**config.mk**
```make
export PLATFORM = sky130hd
export DESIGN_NAME = lcd_attr_overlay
export DESIGN_NICKNAME = d
export VERILOG_FILES = /design/src/rtl/lao_pkg.sv /design/src/rtl/lao_blink_timer.sv /design/src/rtl/lao_pixel_fmt.sv /design/src/rtl/lao_serializer.sv /design/src/rtl/lcd_attr_overlay.sv
export SDC_FILE = /design/constraint.sdc
export NUM_CORES = 1
export LEC_CHECK = 0
export ABC_AREA = 1
export BUFFER_PORTS_ARGS = -buffer_cell sky130_fd_sc_hd__buf_2
export CAP_MARGIN = 10
export CORE_ASPECT_RATIO = 1.1
export CORE_MARGIN = 1
export CORE_UTILIZATION = 47
export CTS_CLUSTER_SIZE = 16
export DETAILED_ROUTE_END_ITERATION = 7
export GPL_TIMING_DRIVEN = 0
export PLACE_DENSITY_LB_ADDON = 0.05
export SYNTH_ARGS = -nofsm -noshare
export SYNTH_HDL_FRONTEND = slang
export SYNTH_SLANG_ARGS = --single-unit
```
**constraint.sdc**
```tcl
create_clock -name clk -period 3.7 [get_ports clk]
set_clock_uncertainty 0.15 [all_clocks]
set_input_delay 0.185 -clock clk [delete_from_list [all_inputs] [get_ports clk]]
set_output_delay 0.185 -clock clk [all_outputs]
set_load 0.02 [all_outputs]
```
**src/rtl/lao_pkg.sv**
```systemverilog
package lao_pkg;
    typedef enum logic {
        ST_IDLE  = 1'b0,
        ST_SHIFT = 1'b1
    } ser_state_t;

    localparam int MODE_W   = 5;
    localparam int MB_ATTR  = 0;
    localparam int MB_BLINK = 1;
    localparam int MB_WIDE  = 2;
    localparam int MB_GFX   = 3;
    localparam int MB_OFF   = 4;

    localparam int AB_REV   = 0;
    localparam int AB_BLINK = 1;
    localparam int AB_WHITE = 2;
    localparam int AB_BLACK = 3;
endpackage

```
**src/rtl/lao_blink_timer.sv**
```systemverilog
module lao_blink_timer #(
    parameter int FRAMES = 32
) (
    input  logic clk,
    input  logic rst_n,
    input  logic frame_stb,
    output logic phase_on
);
    localparam int CW = (FRAMES > 1) ? $clog2(FRAMES) : 1;
    localparam logic [CW-1:0] LAST = CW'(FRAMES - 1);

    logic [CW-1:0] cnt;

    always_ff @(posedge clk) begin
        if (!rst_n) begin
            cnt      <= '0;
            phase_on <= 1'b1;
        end else if (frame_stb) begin
            if (cnt == LAST) begin
                cnt      <= '0;
                phase_on <= ~phase_on;
            end else begin
                cnt <= cnt + 1'b1;
            end
        end
    end
endmodule

```
**src/rtl/lao_pixel_fmt.sv**
```systemverilog
module lao_pixel_fmt
    import lao_pkg::*;
#(
    parameter int PIX_W = 8
) (
    input  logic [MODE_W-1:0]  mode,
    input  logic [2*PIX_W-1:0] word,
    input  logic               cursor,
    input  logic               blink_on,
    output logic [2*PIX_W-1:0] out_word
);
    logic [PIX_W-1:0]   lo, hi, px;
    logic [2*PIX_W-1:0] dbl;
    logic               gfx, use_attr, wide;

    assign lo       = word[PIX_W-1:0];
    assign hi       = word[2*PIX_W-1:PIX_W];
    assign gfx      = mode[MB_GFX];
    assign use_attr = mode[MB_ATTR] & ~gfx;
    assign wide     = mode[MB_WIDE] & ~gfx;

    always_comb begin
        if (use_attr) begin
            if (hi[AB_BLACK])                                   px = '1;
            else if (hi[AB_WHITE])                              px = '0;
            else if (hi[AB_BLINK] && mode[MB_BLINK] && !blink_on) px = '0;
            else if (hi[AB_REV])                                px = ~lo;
            else                                                px = lo;
        end else begin
            px = lo | hi;
        end
        if (!gfx && cursor) px = ~px;
    end

    always_comb begin
        for (int i = 0; i < PIX_W; i++) begin
            dbl[2*i]   = px[i];
            dbl[2*i+1] = px[i];
        end
    end

    always_comb begin
        if (mode[MB_OFF]) out_word = '0;
        else if (wide)    out_word = dbl;
        else              out_word = {px, {PIX_W{1'b0}}};
    end
endmodule

```
**src/rtl/lao_serializer.sv**
```systemverilog
module lao_serializer
    import lao_pkg::*;
#(
    parameter int SH_W   = 16,
    parameter int NIB_W  = 4,
    parameter int PANELS = 2
) (
    input  logic                         clk,
    input  logic                         rst_n,
    input  logic                         stb,
    input  logic                         wide,
    input  logic [PANELS-1:0][SH_W-1:0]  load_words,
    output logic [PANELS-1:0][NIB_W-1:0] nibs,
    output logic                         shift_clk
);
    localparam int NIB_WIDE = SH_W / NIB_W;
    localparam int NIB_NORM = NIB_WIDE / 2;
    localparam int CNT_W    = $clog2(NIB_WIDE + 1);

    ser_state_t               state, state_nx;
    logic [PANELS-1:0][SH_W-1:0] sh;
    logic [CNT_W-1:0]         left;
    logic                     last, take;

    assign last = (left == CNT_W'(1));
    assign take = stb && (state == ST_IDLE || last);

    always_comb begin
        state_nx = state;
        unique case (state)
            ST_IDLE:  if (stb)  state_nx = ST_SHIFT;
            ST_SHIFT: if (last && !stb) state_nx = ST_IDLE;
        endcase
    end

    always_ff @(posedge clk) begin
        if (!rst_n) state <= ST_IDLE;
        else        state <= state_nx;
    end

    always_ff @(posedge clk) begin
        if (!rst_n) begin
            sh   <= '0;
            left <= '0;
        end else if (take) begin
            sh   <= load_words;
            left <= wide ? CNT_W'(NIB_WIDE) : CNT_W'(NIB_NORM);
        end else if (state == ST_SHIFT) begin
            for (int p = 0; p < PANELS; p++)
                sh[p] <= {sh[p][SH_W-NIB_W-1:0], {NIB_W{1'b0}}};
            left <= left - 1'b1;
        end
    end

    always_comb begin
        shift_clk = (state == ST_SHIFT);
        for (int p = 0; p < PANELS; p++)
            nibs[p] = shift_clk ? sh[p][SH_W-1 -: NIB_W] : '0;
    end
endmodule

```
**src/rtl/lcd_attr_overlay.sv**
```systemverilog
module lcd_attr_overlay
    import lao_pkg::*;
#(
    parameter int PIX_W  = 8,
    parameter int NIB_W  = 4,
    parameter int FRAMES = 32
) (
    input  logic                clk,
    input  logic                rst_n,
    input  logic [MODE_W-1:0]   mode_reg,
    input  logic [MODE_W-1:0]   mode_pin,
    input  logic                frame_stb,
    input  logic                char_stb,
    input  logic [2*PIX_W-1:0]  up_word,
    input  logic [2*PIX_W-1:0]  dn_word,
    input  logic                up_cursor,
    input  logic                dn_cursor,
    output logic [NIB_W-1:0]    up_nib,
    output logic [NIB_W-1:0]    dn_nib,
    output logic                shift_clk
);
    localparam int PANELS = 2;
    localparam int SH_W   = 2 * PIX_W;

    logic [MODE_W-1:0]           mode;
    logic                        blink_on, wide;
    logic [PANELS-1:0][SH_W-1:0] in_words, fmt_words;
    logic [PANELS-1:0]           cursors;
    logic [PANELS-1:0][NIB_W-1:0] nibs;

    assign mode     = mode_reg | mode_pin;
    assign wide     = mode[MB_WIDE] & ~mode[MB_GFX] & ~mode[MB_OFF];
    assign in_words = {dn_word, up_word};
    assign cursors  = {dn_cursor, up_cursor};

    lao_blink_timer #(.FRAMES(FRAMES)) u_blink (
        .clk      (clk),
        .rst_n    (rst_n),
        .frame_stb(frame_stb),
        .phase_on (blink_on)
    );

    for (genvar g = 0; g < PANELS; g++) begin : g_panel
        lao_pixel_fmt #(.PIX_W(PIX_W)) u_fmt (
            .mode    (mode),
            .word    (in_words[g]),
            .cursor  (cursors[g]),
            .blink_on(blink_on),
            .out_word(fmt_words[g])
        );
    end

    lao_serializer #(.SH_W(SH_W), .NIB_W(NIB_W), .PANELS(PANELS)) u_ser (
        .clk       (clk),
        .rst_n     (rst_n),
        .stb       (char_stb),
        .wide      (wide),
        .load_words(fmt_words),
        .nibs      (nibs),
        .shift_clk (shift_clk)
    );

    assign up_nib = nibs[0];
    assign dn_nib = nibs[1];
endmodule

```
==> results.txt, run 1 <==
- The final count of hold timing violations is 0.
- Global routing used 46.3% of the available met2 tracks.
- The detailed router placed 2,901 vias in this run.
* TNS Setup: 0 ps
- # port buffers: 54
- Number of rows created at floorplan: 27
- STA classifies the critical path endpoint as a flop.
* Origin of the critical flop-to-flop path: u_ser.left[0]
- Clock transition time at the flip-flop clock pins of the worst setup and hold paths: 70 ps
* FF-to-FF path depth: 11
- The min-delay analysis places its worst path in the category input port to flop.
* Global-route wire length before repair: 11,700 µm
- Category of the critical setup timing path: flop to flop
* Horizontal extent of the die: 71.9 µm
- RR Endpoint: u_ser.sh[11]
* Number of antenna violations at the first check in global routing: 0
- The floorplan step defined a core boundary enclosing 5100 µm².
- Final cycle utilization of the critical path: 51.3%
- Worst-case vdd ir drop: 0.272 mV
- Result of the run: finished, final reports clean
- The layout has 541 filler cells.
- Measured slew at the worst slew-check pin: 505 ps
* Met1 Resource Use GR: 31.6%
- Count of routing violations after the opening detailed-route iteration: 173
- Flop and latch count out of synthesis: 34
- The congestion estimate from routability-driven global placement came to 0.867.
- Most Used Layer, Global Route: met2
- Of the synthesized area, sequential elements account for 26.9%.
* Height of the chip: 78.9 µm
- The netlist uses 30 different library cells.
- In this run the tightest slew margin relative to its limit is 66.3%.
- Peak clock frequency supported by timing: 527 MHz
* CTS root buf: sky130_fd_sc_hd__clkbuf_8
- Before CTS, the worst setup slack after placement is 1830 ps.
- Number of antenna diodes: 0
- Bufs on Longest Clock Path: 2
- Via count of the first global-routing pass: 2,766
- After detailed routing, the average wire length per cell comes to 11.6 µm.
- Global routing used 25.6% of the available tracks.
* Post-CTS Setup Bufs: 0
- Share of synthesized flip-flops with an asynchronous set or reset: 0%
* Count of nets after finishing: 543
- Area Overhead vs Synth: 17.9%
- Yosys mapped a number of flops with a built-in enable equal to 0.
- Synth Area per Inst: 5.91 µm²
- Kind of start point of the critical path: flop
- After detailed routing, the number of vias per cell comes to 5.16.
- Fraction of layout cells with a size suffix above 1: 16.3%
* Routed wire length: 6530 µm
- Syn nets: 482
* Synthesis Warnings: 0
- Beginning of the worst hold path: char_stb
* Final-report setup violation count: 0
- Counting the buffers created by CTS gives 5.
* WHS Path Cells: 3
* Final period demand of the worst path: 1900 ps
- The library cell used most frequently in the layout, excluding fill and tap cells, is sky130_fd_sc_hd__nand2_1.
* Total congestion overflow after global routing: 0
* Max Cap Violations: 0
- Slack of the critical path: 1800 ps
* Clock sink total: 34
* First-pass detailed-route iteration total: 4
* PD cells: 308 nW/µm²
- Entering global routing, the biggest net connects 11 pins.
- Hold Buf Count CTS: 0
* Unrepaired setup endpoints after global routing: no
- TritonCTS built the clock tree.
* Insertion delay of the later-clocked pin in the worst-skew pair: 280 ps
- Across all register-to-register paths, the minimum setup slack is 1800 ps.
* Detailed placer's ending HPWL: 5140 µm
- Remaining design rule violation count: 0
* Maximum level of the CTS H-tree: 2
* Primary FF master, synth: sky130_fd_sc_hd__dfxtp_1
* CP Max Fanout: 9
- Met3 usage in global routing: 3.55%
- Boundary pin count: 57
* Count of pins over their slew limit: 0
* Post-synthesis instance area: 2530 µm²
- Sink of the worst hold path: u_ser.shift_clk
- Required @ worst endpoint: 3770 ps
- Commonest non-fill, non-tap cells in the layout: sky130_fd_sc_hd__nand2_1, sky130_fd_sc_hd__nand3_1, sky130_fd_sc_hd__buf_2
- Synthesis produced a netlist whose cell count is 428.
* Worst Setup SP: u_ser.left[0]
- Number of gates resized after CTS: 0
- Remaining antenna violation count after routing: 0
- Leak Pwr: 1.57 nW
- Data arrival time at the worst-slack endpoint: 1960 ps
* Die Area: 5680 µm²
- Starting Density: 49.5%
[synth_stat cells, types with 2 or more instances]
master	number	share of area (%)
sky130_fd_sc_hd__nor2_4	3	1.3
sky130_fd_sc_hd__o21ai_0	28	5.5
sky130_fd_sc_hd__nor2_1	48	7.1
sky130_fd_sc_hd__buf_6	2	0.89
sky130_fd_sc_hd__a21oi_1	23	4.6
sky130_fd_sc_hd__o21ai_1	3	0.59
sky130_fd_sc_hd__xnor2_1	4	1.4
sky130_fd_sc_hd__nand3_1	61	12
sky130_fd_sc_hd__ha_1	6	3.0
sky130_fd_sc_hd__nand2_1	129	19
sky130_fd_sc_hd__nand4_1	3	0.74
sky130_fd_sc_hd__nor3_1	4	0.79
sky130_fd_sc_hd__inv_2	2	0.30
sky130_fd_sc_hd__nor2_8	2	1.6
sky130_fd_sc_hd__a31oi_1	3	0.74
sky130_fd_sc_hd__nand2_2	5	1.2
sky130_fd_sc_hd__dfxtp_1	34	27
sky130_fd_sc_hd__inv_1	48	7.1
sky130_fd_sc_hd__xor2_1	3	1.0
sky130_fd_sc_hd__clkbuf_1	7	1.0
[per-layer routing]
metal,vias up,share of wire [%]
met1,1327,46
met4,0,1.3
met5,-,0
met2,61,49
li1,1505,-
met3,8,3.5
[worst max-delay path by stage]
stage / endpoint / cells after the start
floorplan: u_ser.sh[14] / 13
global placement: u_ser.sh[14] / 12
detailed placement: u_ser.sh[14] / 12
CTS: u_ser.sh[14] / 12
global route: u_ser.sh[9] / 11
finish: u_ser.sh[11] / 11
[registers in the layout, summed over array words and instances, names as in the netlist]
| name | cells |
|---|---|
| u_blink.cnt | 5 |
| u_blink.phase_on | 1 |
| u_ser.left | 3 |
| u_ser.sh | 24 |
| u_ser.shift_clk | 1 |
[where the power goes]
group	internal (mW)	switching [mW]	total, mW
clock	0.150	0.135	0.285
combinational	0.0854	0.145	0.231
sequential	0.388	0.0121	0.400
total	0.624	0.292	0.916
[per-stage QoR]
stage | instance area [µm²] | hold slack, ps | util, % | instances | power, mW
4_1_cts | 2980 | 10.3 | 58.4 | 562 | 0.918
6_report | 2980 | 14.9 | 58.4 | 562 | 0.916
3_5_place_dp | 2890 | 310 | 56.6 | 554 | 0.637
3_3_place_gp | 2890 | 306 | 56.6 | 554 | 0.634
2_1_floorplan | 2530 | 169 | - | 428 | 0.563
5_1_grt | 2980 | 11.4 | 58.4 | 562 | 0.978
[logic make-up (layout without fill, tap and decap cells)]
kind of cell               Yosys count  in the layout  share of synthesized area, %
DFF                                 34             34                          26.9
xor gates and xnor gates             7              7                          2.43
adders and majority gates            6              6                          2.97
AOI/OAI and AO/OA                   60             60                          12.4
buffers and inverters               62            124                          10.0
and+or+nand+nor                    259            259                          45.3
[final cells by class]
cell class / instances / area [µm²] / area share, %
Tap cell: 72 / 90.1 / 3.02
Sequential cell: 34 / 681 / 22.8
Buffer: 11 / 61.3 / 2.06
Timing Repair Buffer: 54 / 270 / 9.07
Clock buffer: 7 / 86.3 / 2.90
Inverter: 51 / 191 / 6.43
Multi-Input combinational cell: 332 / 1590 / 53.5
Clock inverter: 1 / 5.00 / 0.168
[worst max-delay path: stages (launching register included)]
cell and delay [ps]:
sky130_fd_sc_hd__dfxtp_1 380, sky130_fd_sc_hd__ha_1 160, sky130_fd_sc_hd__nand2_1 50, sky130_fd_sc_hd__nand2_1 80, sky130_fd_sc_hd__nand2_2 110, sky130_fd_sc_hd__inv_2 150
sky130_fd_sc_hd__nand2_2 120, sky130_fd_sc_hd__nor2_4 220, sky130_fd_sc_hd__inv_1 110, sky130_fd_sc_hd__nand2_1 100, sky130_fd_sc_hd__nand2_1 80, sky130_fd_sc_hd__a21oi_1 120
Note: power is estimated with default switching activity, not from simulation.
==> run 2, diff against run 1 <==
--- a/config.mk
+++ b/config.mk
@@ -5,7 +5,7 @@
 export SDC_FILE = /design/constraint.sdc
 export NUM_CORES = 1
 export LEC_CHECK = 0
-export ABC_AREA = 1
+export ABC_AREA = 0
 export BUFFER_PORTS_ARGS = -buffer_cell sky130_fd_sc_hd__buf_2
 export CAP_MARGIN = 10
 export CORE_ASPECT_RATIO = 1.1
==> constraint.sdc (replaced) <==
create_clock -name clk -period 1.8 [get_ports clk]
set_clock_uncertainty 0.15 [all_clocks]
set_input_delay 0.09 -clock clk [delete_from_list [all_inputs] [get_ports clk]]
set_output_delay 0.09 -clock clk [all_outputs]
set_load 0.02 [all_outputs]
==> run 2 against run 1 <==
The run now ends with setup timing left. Maximum frequency fell by 4.8%. Critical endpoint is now u_ser.sh[9]. Cell area increased by 9.7%. Sequential share of layout area is 1.9 points lower. Largest cell class unchanged. Global-route usage is 0.63 points higher.
==> results.txt, run 2 <==
- Average wire per standard cell: 15.9 µm (+37%)
- Count of cell types in the netlist: 55 (+83%)
* Worst min-delay path category: input port to flop
- Post-synthesis instance area: 2470 µm² (-2.4%)
- The number of global-route vias before repair came to 2,601 (-6.0%).
* Measured slew at the worst slew-check pin: 692 ps (+187 ps)
* Horizontal extent of the die: 71.1 µm (-1.2%)
- The commonest cells after synthesis are sky130_fd_sc_hd__nor2_1, sky130_fd_sc_hd__dfxtp_1, sky130_fd_sc_hd__o21ai_0, sky130_fd_sc_hd__clkbuf_1, sky130_fd_sc_hd__nand2_1.
- After synthesis, the largest family of logic cells by area is compound AO/OA/AOI/OAI gates.
- The worst hold path begins at rst_n.
* Sequential element share of the synthesized area: 27.6% (+0.67 points)
* Adder-cell share of the synthesized area: 3.04% (+0.074 points)
* Synth top area cells: sky130_fd_sc_hd__dfxtp_1, sky130_fd_sc_hd__nor2_1, sky130_fd_sc_hd__o21ai_0, sky130_fd_sc_hd__a221oi_1, sky130_fd_sc_hd__xor2_1
- Origin of the critical flop-to-flop path: u_blink.phase_on
- Category of the critical setup timing path: flop to flop
- Primary FF master, synth: sky130_fd_sc_hd__dfxtp_1
- Starting Density: 49.0% (-0.55 points)
* Die Area: 5540 µm² (-2.4%)
* Placed cell count: 432 (-22%)
- Result of the run: finished with violations
* FILL cells: 452 (-16%)
* Share of synthesized flip-flops with an asynchronous set or reset: 0% (unchanged)
- Worst Setup SP: u_blink.phase_on
- Count of routing violations after the opening detailed-route iteration: 267 (+54%)
- The average instance area after synthesis is 7.61 µm² (+29%).
- Number of cells produced by synthesis: 324 (-24%)
- Synthesis Warnings: 0 (unchanged)
* Height of the chip: 78.0 µm (-1.2%)
- TritonCTS clock tree: built
- The power density over the cells came to 609 nW/µm² (+98%).
- Area share of xor/xnor cells in the synthesized design: 6.39% (+4.0 points)
- Kind of start point of the critical path: flop
* Remaining design rule violation count: 0 (unchanged)
- Global placer's final weighted congestion: 0.869 (+0.21%)
- Unrepaired setup endpoints after global routing: yes
- The initial antenna violation count is 0 (unchanged).
- CTS root buf: sky130_fd_sc_hd__clkbuf_8
* Max-slew headroom: 53.6% (-13 points)
- Final-report setup violation count: 22 (+22)
- The final reports fail on setup timing.
- The max-cap violation count came to 0 (unchanged).
- The number of rows created at floorplan was 27 (unchanged).
- The share of final-layout standard cells stronger than drive strength 1 was 33.4% (+17 points).
- Among all cell types in the netlist, the one instantiated most often is sky130_fd_sc_hd__nor2_1.
* Maximum level of the CTS H-tree: 2 (unchanged)
- Portion of synthesized cell area occupied by the leading cell type: 27.6% (+0.67 points)
- The number of buffer cells added on primary ports was 50 (-7.4%).
- The fraction of the mapped netlist area in compound gates is 31.9% (+20 points).
* Count of nets after finishing: 449 (-17%)
- Clock sink total: 34 (unchanged)
- The clock latency on the worst-skew pair is 290 ps (about the same).
- Syn nets: 378 (-22%)
- Total count of hold-check failures in the final report: 0 (unchanged)
- The required time reported for the critical path endpoint came to 1830 ps (-1940 ps).
- The number of enable-type register cells in the synthesized netlist is 0 (unchanged).
* Flop and latch count out of synthesis: 34 (unchanged)
* Detailed placer's ending HPWL: 5230 µm (+1.7%)
* Number of flip-flops under the largest register name: 24 (unchanged)
* Largest registers ranked by flip-flop count: u_ser.sh: 24 flops, u_blink.cnt: 5 flops, u_ser.left: 3 flops
* Register bank with the most flops: u_ser.sh
* Multiplexer fraction of the synthesized cell area: 2.03% (+2.0 points)
- The setup slack of the critical path after layout is -193 ps (-1990 ps).
- sky130_fd_sc_hd__dfxtp_1 takes more of the synthesized area than any other cell.
- Maximum number of pins on one net before global-route repair: 11 (unchanged)
- Worst-case vdd ir drop: 0.268 mV (-1.8%)
- STA classifies the critical path endpoint as a flop.
* Routed wire length: 7190 µm (+10%)
* Remaining antenna violation count after routing: 0 (unchanged)
- The clock transition at the registers of the reported paths was 70 ps (about the same).
- Leak Pwr: 1.33 nW (-15%)
- Core occupancy in the finished layout: 64.9% (+6.5 points)
- Final period demand of the worst path: 1990 ps (+94.8 ps)
- Floorplan core area: 5030 µm² (-1.3%)
- CP Max Fanout: 10 (+1)
- The number of detailed-route iterations in the first pass came to 6 (+2).
* Number of antenna diodes: 0 (unchanged)
- Bufs on Longest Clock Path: 2 (unchanged)
* Final cycle utilization of the critical path: 111% (+59 points)
- Simple-gate share of the synthesized area: 23.2% (-22 points)
- Avg Vias per Cell: 6.11 (+18%)
- The overall routing resource usage is 26.2% (+0.63 points).
* Most common cell after layout, fill and taps aside: sky130_fd_sc_hd__buf_2
* Total congestion overflow after global routing: 0 (unchanged)
- Relative to the synthesized area, the layout overhead comes to 32.5%.
- Global-route wire length before repair: 11,600 µm (-0.77%)
- The top-level I/O count was 57 (unchanged).
* CTS buffer count: 5 (unchanged)
- The post-route non-filler standard cell count was 453 (-19%).
* Data arrival time at the worst-slack endpoint: 2020 ps (+60 ps)
- Total via count after detailed routing: 2,770 (-4.5%)
- In the layout the commonest cells are sky130_fd_sc_hd__buf_2, sky130_fd_sc_hd__nor2_1, sky130_fd_sc_hd__dfxtp_1.
- Peak clock frequency supported by timing: 502 MHz (-4.8%)
- The number of pins with negative max-slew slack in the final report came to 0 (unchanged).
run 2: cell types whose count changed after synthesis, sizes merged, moves of 7 or more:
| cell | delta |
|---|---|
| nand3 | -53 |
| o221ai | +7 |
| nor2 | -8 |
| xor2 | +8 |
| a221oi | +12 |
| and2 | +9 |
| nand2 | -117 |
| clkbuf | +10 |
| or3 | +9 |
| a21oi | -12 |
| inv | -43 |
run 2: repair_timing:
item | 4_1_cts | 5_1_grt
endpoints found under the setup margin | 27 | 25
resized for setup | 30 | 19
hold buffers | 1 | 0
setup buffers | 13 | 2
hold endpoints to repair | 1 | 0
pin swaps | 21 | 8
run 2: cell type report:
| type | count | area (µm²) | area share [%] |
|---|---|---|---|
| Timing Repair Buffer | 66 | 380 | 11.6 |
| Sequential cell | 34 | 686 | 21.0 |
| Tap cell | 58 | 72.6 | 2.22 |
| Clock buffer | 5 | 68.8 | 2.11 |
| Buffer | 24 | 124 | 3.79 |
| Multi-Input combinational cell | 255 | 1890 | 57.9 |
| Inverter | 9 | 35.0 | 1.07 |
| Clock inverter | 2 | 10.0 | 0.306 |
run 2: critical path: stages, from the launching register on:
cell,delay (ps)
sky130_fd_sc_hd__dfxtp_2,340
sky130_fd_sc_hd__o21ba_4,200
sky130_fd_sc_hd__buf_8,160
sky130_fd_sc_hd__a221oi_2,240
sky130_fd_sc_hd__o221ai_1,170
sky130_fd_sc_hd__xnor2_1,290
sky130_fd_sc_hd__nor2_1,80
sky130_fd_sc_hd__o221a_2,240
run 2: worst paths after layout:
path	endpoint	slack, ps	cells after the start
hold / removal	u_ser.sh[10]	110	3
setup / recovery	u_ser.sh[9]	-190	7
hold reg to reg	u_ser.sh[7]	340	2
setup reg to reg	u_ser.sh[9]	-190	7
run 2: logic make-up after synthesis:
logic type | after synthesis
buffers and inverters | 35
adders and majority gates | 6
and+or+nand+nor | 118
AOI/OAI and AO/OA | 108
DFF | 34
xor gates and xnor gates | 18
muxes | 5
run 2: power by group:
group	switching [mW]	leakage (nW)	total (mW)	internal (mW)
clock network	0.271	0.0438	0.531	0.259
logic	0.350	1.01	0.625	0.275
registers	0.0309	0.279	0.833	0.802
total	0.652	1.33	1.99	1.34
run 2: metal layers:
layer	track usage, %	share of wire (%)	vias to the layer above
met4	11.8	2.4	0
met3	4.68	5.2	21
li1	-	-	1341
met1	32.4	44	1289
met2	44.2	49	119
met5	0	0	-
run 2: metrics by stage:
| stage | TNS [ps] | instance area [µm²] | total power, mW | hold WS [ps] | setup WS, ps |
|---|---|---|---|---|---|
| 2_1_floorplan | -845 | 2520 | 1.19 | 57.3 | -193 |
| 3_3_place_gp | -7140 | 2840 | 1.35 | 197 | -401 |
| 3_5_place_dp | -7410 | 2840 | 1.36 | 212 | -406 |
| 4_1_cts | -1380 | 3140 | 1.94 | 84.6 | -144 |
| 5_1_grt | -3980 | 3270 | 2.09 | 125 | -232 |
| 6_report | -2110 | 3270 | 1.99 | 107 | -193 |
==> run 3, diff against run 2 <==
--- a/config.mk
+++ b/config.mk
@@ -14,7 +14,7 @@
 export CTS_CLUSTER_SIZE = 16
 export DETAILED_ROUTE_END_ITERATION = 7
 export GPL_TIMING_DRIVEN = 0
-export PLACE_DENSITY_LB_ADDON = 0.05
+export PLACE_DENSITY = 0.71
 export SYNTH_ARGS = -nofsm -noshare
 export SYNTH_HDL_FRONTEND = slang
 export SYNTH_SLANG_ARGS = --single-unit
==> run 3 against run 2 <==
The run ends with DRC, setup timing left. Via count decreased by 0.18%. Critical path type unchanged. Hold slack got worse by 8.6 ps. Wire length increased by 1.5%. Maximum frequency increased by 2.5%.
==> results.txt, run 3 (synthesis gave the netlist of run 2 again) <==
* First-pass detailed-route iteration total: 6 (unchanged)
* Height of the chip: 78.0 µm (unchanged)
- The tree is rooted in a sky130_fd_sc_hd__clkbuf_8.
- Peak clock frequency supported by timing: 514 MHz (+2.5%)
- The relative slew slack is 57.5% (+3.9 points).
* FILL cells: 422 (-6.6%)
* Worst-case hold slack: 98.1 ps (-8.61 ps)
* CP Max Fanout: 6 (-4)
* Clock sink total: 34 (unchanged)
- The total power was 2.04 mW (+2.8%).
- The portion of the clock cycle consumed by the worst path in the final layout came to 108% (-2.7 points).
* Count of routing violations after the opening detailed-route iteration: 273 (+2.2%)
- Detailed route wirelength on metal3: 405 µm (+8.9%)
* Boundary pin count: 57 (unchanged)
* Remaining antenna violation count after routing: 0 (unchanged)
* Area Overhead vs Synth: 34.6%
- Measured slew at the worst slew-check pin: 634 ps (-58.0 ps)
- The number of global-route vias before repair is 2,521 (-3.1%).
- Global placer's final weighted congestion: 0.858 (-1.2%)
- Bufs on Longest Clock Path: 2 (unchanged)
- Number of flip-flops under the largest register name: 24 (unchanged)
* Horizontal extent of the die: 71.1 µm (unchanged)
- Max Cap Violations: 0 (unchanged)
- The register share of total power came to 40.9% (-1.0 points).
* Leak Pwr: 1.35 nW (+1.4%)
- The power density over the cells came to 616 nW/µm² (+1.2%).
* Register bank with the most flops: u_ser.sh
- The total number of nets in the final design came to 447 (-0.45%).
- TritonCTS clock tree: built
- WHS Path Cells: 3 (unchanged)
- Die Area: 5540 µm² (unchanged)
- The number of cells traversed by the worst register-to-register path came to 6 (-1).
- The clock transition at the registers of the reported paths is 70 ps (about the same).
- The slowest stage of the critical path belongs to the cell sky130_fd_sc_hd__or4_1.
* Max layer used: met4
* Worst min-delay path category: input port to flop
- Required @ worst endpoint: 1830 ps (about the same)
- Endpoint class of the critical path: flop
* Failing checks: DRC, setup timing
* Maximum level of the CTS H-tree: 2 (unchanged)
* Number of antenna violations at the first check in global routing: 0 (unchanged)
- Total buffers and inverters traversed by the critical path: 0 (-1)
* Critical path depth: 6 (-1)
* Flip-flop and latch area: 686 µm² (unchanged)
* Switching power as a share of total power: 32.3% (-0.49 points)
- CTS buffer count: 5 (unchanged)
* Total via count after detailed routing: 2,765 (-0.18%)
- Starting Density: 49.0% (unchanged)
- Global-route wire length before repair: 11,800 µm (+1.4%)
- The antenna cell count came to 0 (unchanged).
- Pre-CTS setup slack: -399 ps (+6.56 ps)
- Total congestion overflow after global routing: 0 (unchanged)
- Most common cell after layout, fill and taps aside: sky130_fd_sc_hd__buf_2
- Avg Vias per Cell: 6.12 (about the same)
- Unrepaired setup endpoints after global routing: yes
- Fraction of layout cells with a size suffix above 1: 35.0% (+1.6 points)
- The signal arrival time at the worst endpoint came to 1970 ps (-50 ps).
* M1 wire length: 3150 µm (unchanged)
- Cell family with the largest share of critical-path delay: compound AO/OA/AOI/OAI gates
- Slack of the critical path: -145 ps (+48.1 ps)
- Count of pins over their slew limit: 0 (unchanged)
- TNS Setup: -1740 ps (+366 ps)
* Final-report setup violation count: 19 (-14%)
- The run finished, with violations left.
- Met2 WL: 3520 µm (+0.46%)
- The core area came to 5030 µm² (unchanged).
- Detailed placer's ending HPWL: 5000 µm (-4.3%)
- # port buffers: 50 (unchanged)
- Remaining design rule violation count: 1 (+1)
* Largest stage delay on the critical path: 510 ps (+170 ps)
- The worst supply voltage drop on vdd is 0.271 mV (+1.4%).
* All-layer global routing usage: 26.9% (+0.62 points)
- Largest registers ranked by flip-flop count: u_ser.sh: 24 flops, u_blink.cnt: 5 flops, u_ser.left: 3 flops
* Maximum number of pins on one net before global-route repair: 11 (unchanged)
- Switching pwr: 661 µW (+1.3%)
- The critical path goes through o21ba_4 -> a221oi_1 -> o211ai_1 -> or4_1 -> o2111ai_2 -> nor2_1.
* Number of rows created at floorplan: 27 (unchanged)
- The final count of hold timing violations came to 0 (unchanged).
- The critical path is of the flop to flop type.
* Routed wire length: 7300 µm (+1.5%)
- The clock latency on the worst-skew pair came to 290 ps (about the same).
- The minimum clock period after layout is 1950 ps (-48.1 ps).
- Share of total power in the clock network: 28.5% (+1.8 points)
- The combinational group share of total power is 30.6% (-0.8 points).
- Commonest non-fill, non-tap cells in the layout: sky130_fd_sc_hd__buf_2, sky130_fd_sc_hd__nor2_1, sky130_fd_sc_hd__dfxtp_1
* Average wire per standard cell: 16.2 µm (+1.7%)
* Internal power contribution: 1.38 mW (+3.5%)
* Area of the multi-input gates: 1940 µm² (+2.8%)
- Kind of start point of the critical path: flop
## run 3: cell types whose count changed in the layout (fill, tap and decap cells not counted), moves of 2 or more
cell | previous run | this run
sky130_fd_sc_hd__clkinv_2 | 3 | 1
sky130_fd_sc_hd__xnor2_2 | 2 | 4
sky130_fd_sc_hd__a221oi_2 | 5 | 8
sky130_fd_sc_hd__xnor2_1 | 5 | 3
sky130_fd_sc_hd__a221oi_4 | 3 | 1
sky130_fd_sc_hd__buf_6 | 4 | 2
## run 3: layout make-up
type | instances | area share [%]
clock buffer | 7 | 2.60
tap | 58 | 2.19
inverter | 9 | 1.09
clock inverter | 1 | 0.151
buffer | 23 | 3.58
sequential | 34 | 20.7
multi-input combinational | 256 | 58.6
timing repair buffer | 64 | 11.2
## run 3: per-stage QoR
step | area (µm²) | instances | util, %
final | 3320 | 452 | 65.9
after detailed placement | 2840 | 432 | 56.5
after global placement | 2840 | 432 | 56.5
after global routing | 3320 | 452 | 65.9
after floorplan | 2520 | 324 | -
after CTS | 3150 | 451 | 62.6
## run 3: power by group through the flow
stage | clock network [mW] | logic, mW | registers, mW
2_1_floorplan | 0 | 0.353 | 0.840
3_3_place_gp | 0 | 0.501 | 0.844
3_5_place_dp | 0 | 0.507 | 0.845
4_1_cts | 0.581 | 0.566 | 0.832
5_1_grt | 0.619 | 0.680 | 0.842
6_report | 0.583 | 0.626 | 0.836
## run 3: worst min-delay path, cell delays in order
cell	delay (ps)
sky130_fd_sc_hd__clkbuf_1	210
sky130_fd_sc_hd__o2111ai_4	150
sky130_fd_sc_hd__a211oi_2	40
## run 3: metal layers
metal  vias up  GRT usage, %
met4         0          11.4
met2       119          46.0
met1      1275          33.2
met3        23          4.16
li1       1348             -
met5         -             0
## run 3: worst paths after layout
check | start | endpoint | slack, ps
setup / recovery | u_blink.phase_on | u_ser.sh[10] | -150
hold / removal | rst_n | u_ser.sh[27] | 100
setup reg to reg | u_blink.phase_on | u_ser.sh[10] | -150
hold reg to reg | u_ser.sh[7] | u_ser.sh[7] | 340
## run 3: timing repair
action	CTS	global route
setup buffers	11	2
endpoints found under the setup margin	27	27
resized for setup	23	32
hold buffers	1	0
cloned	1	0
pin swaps	23	13
endpoints found under the hold margin	1	0
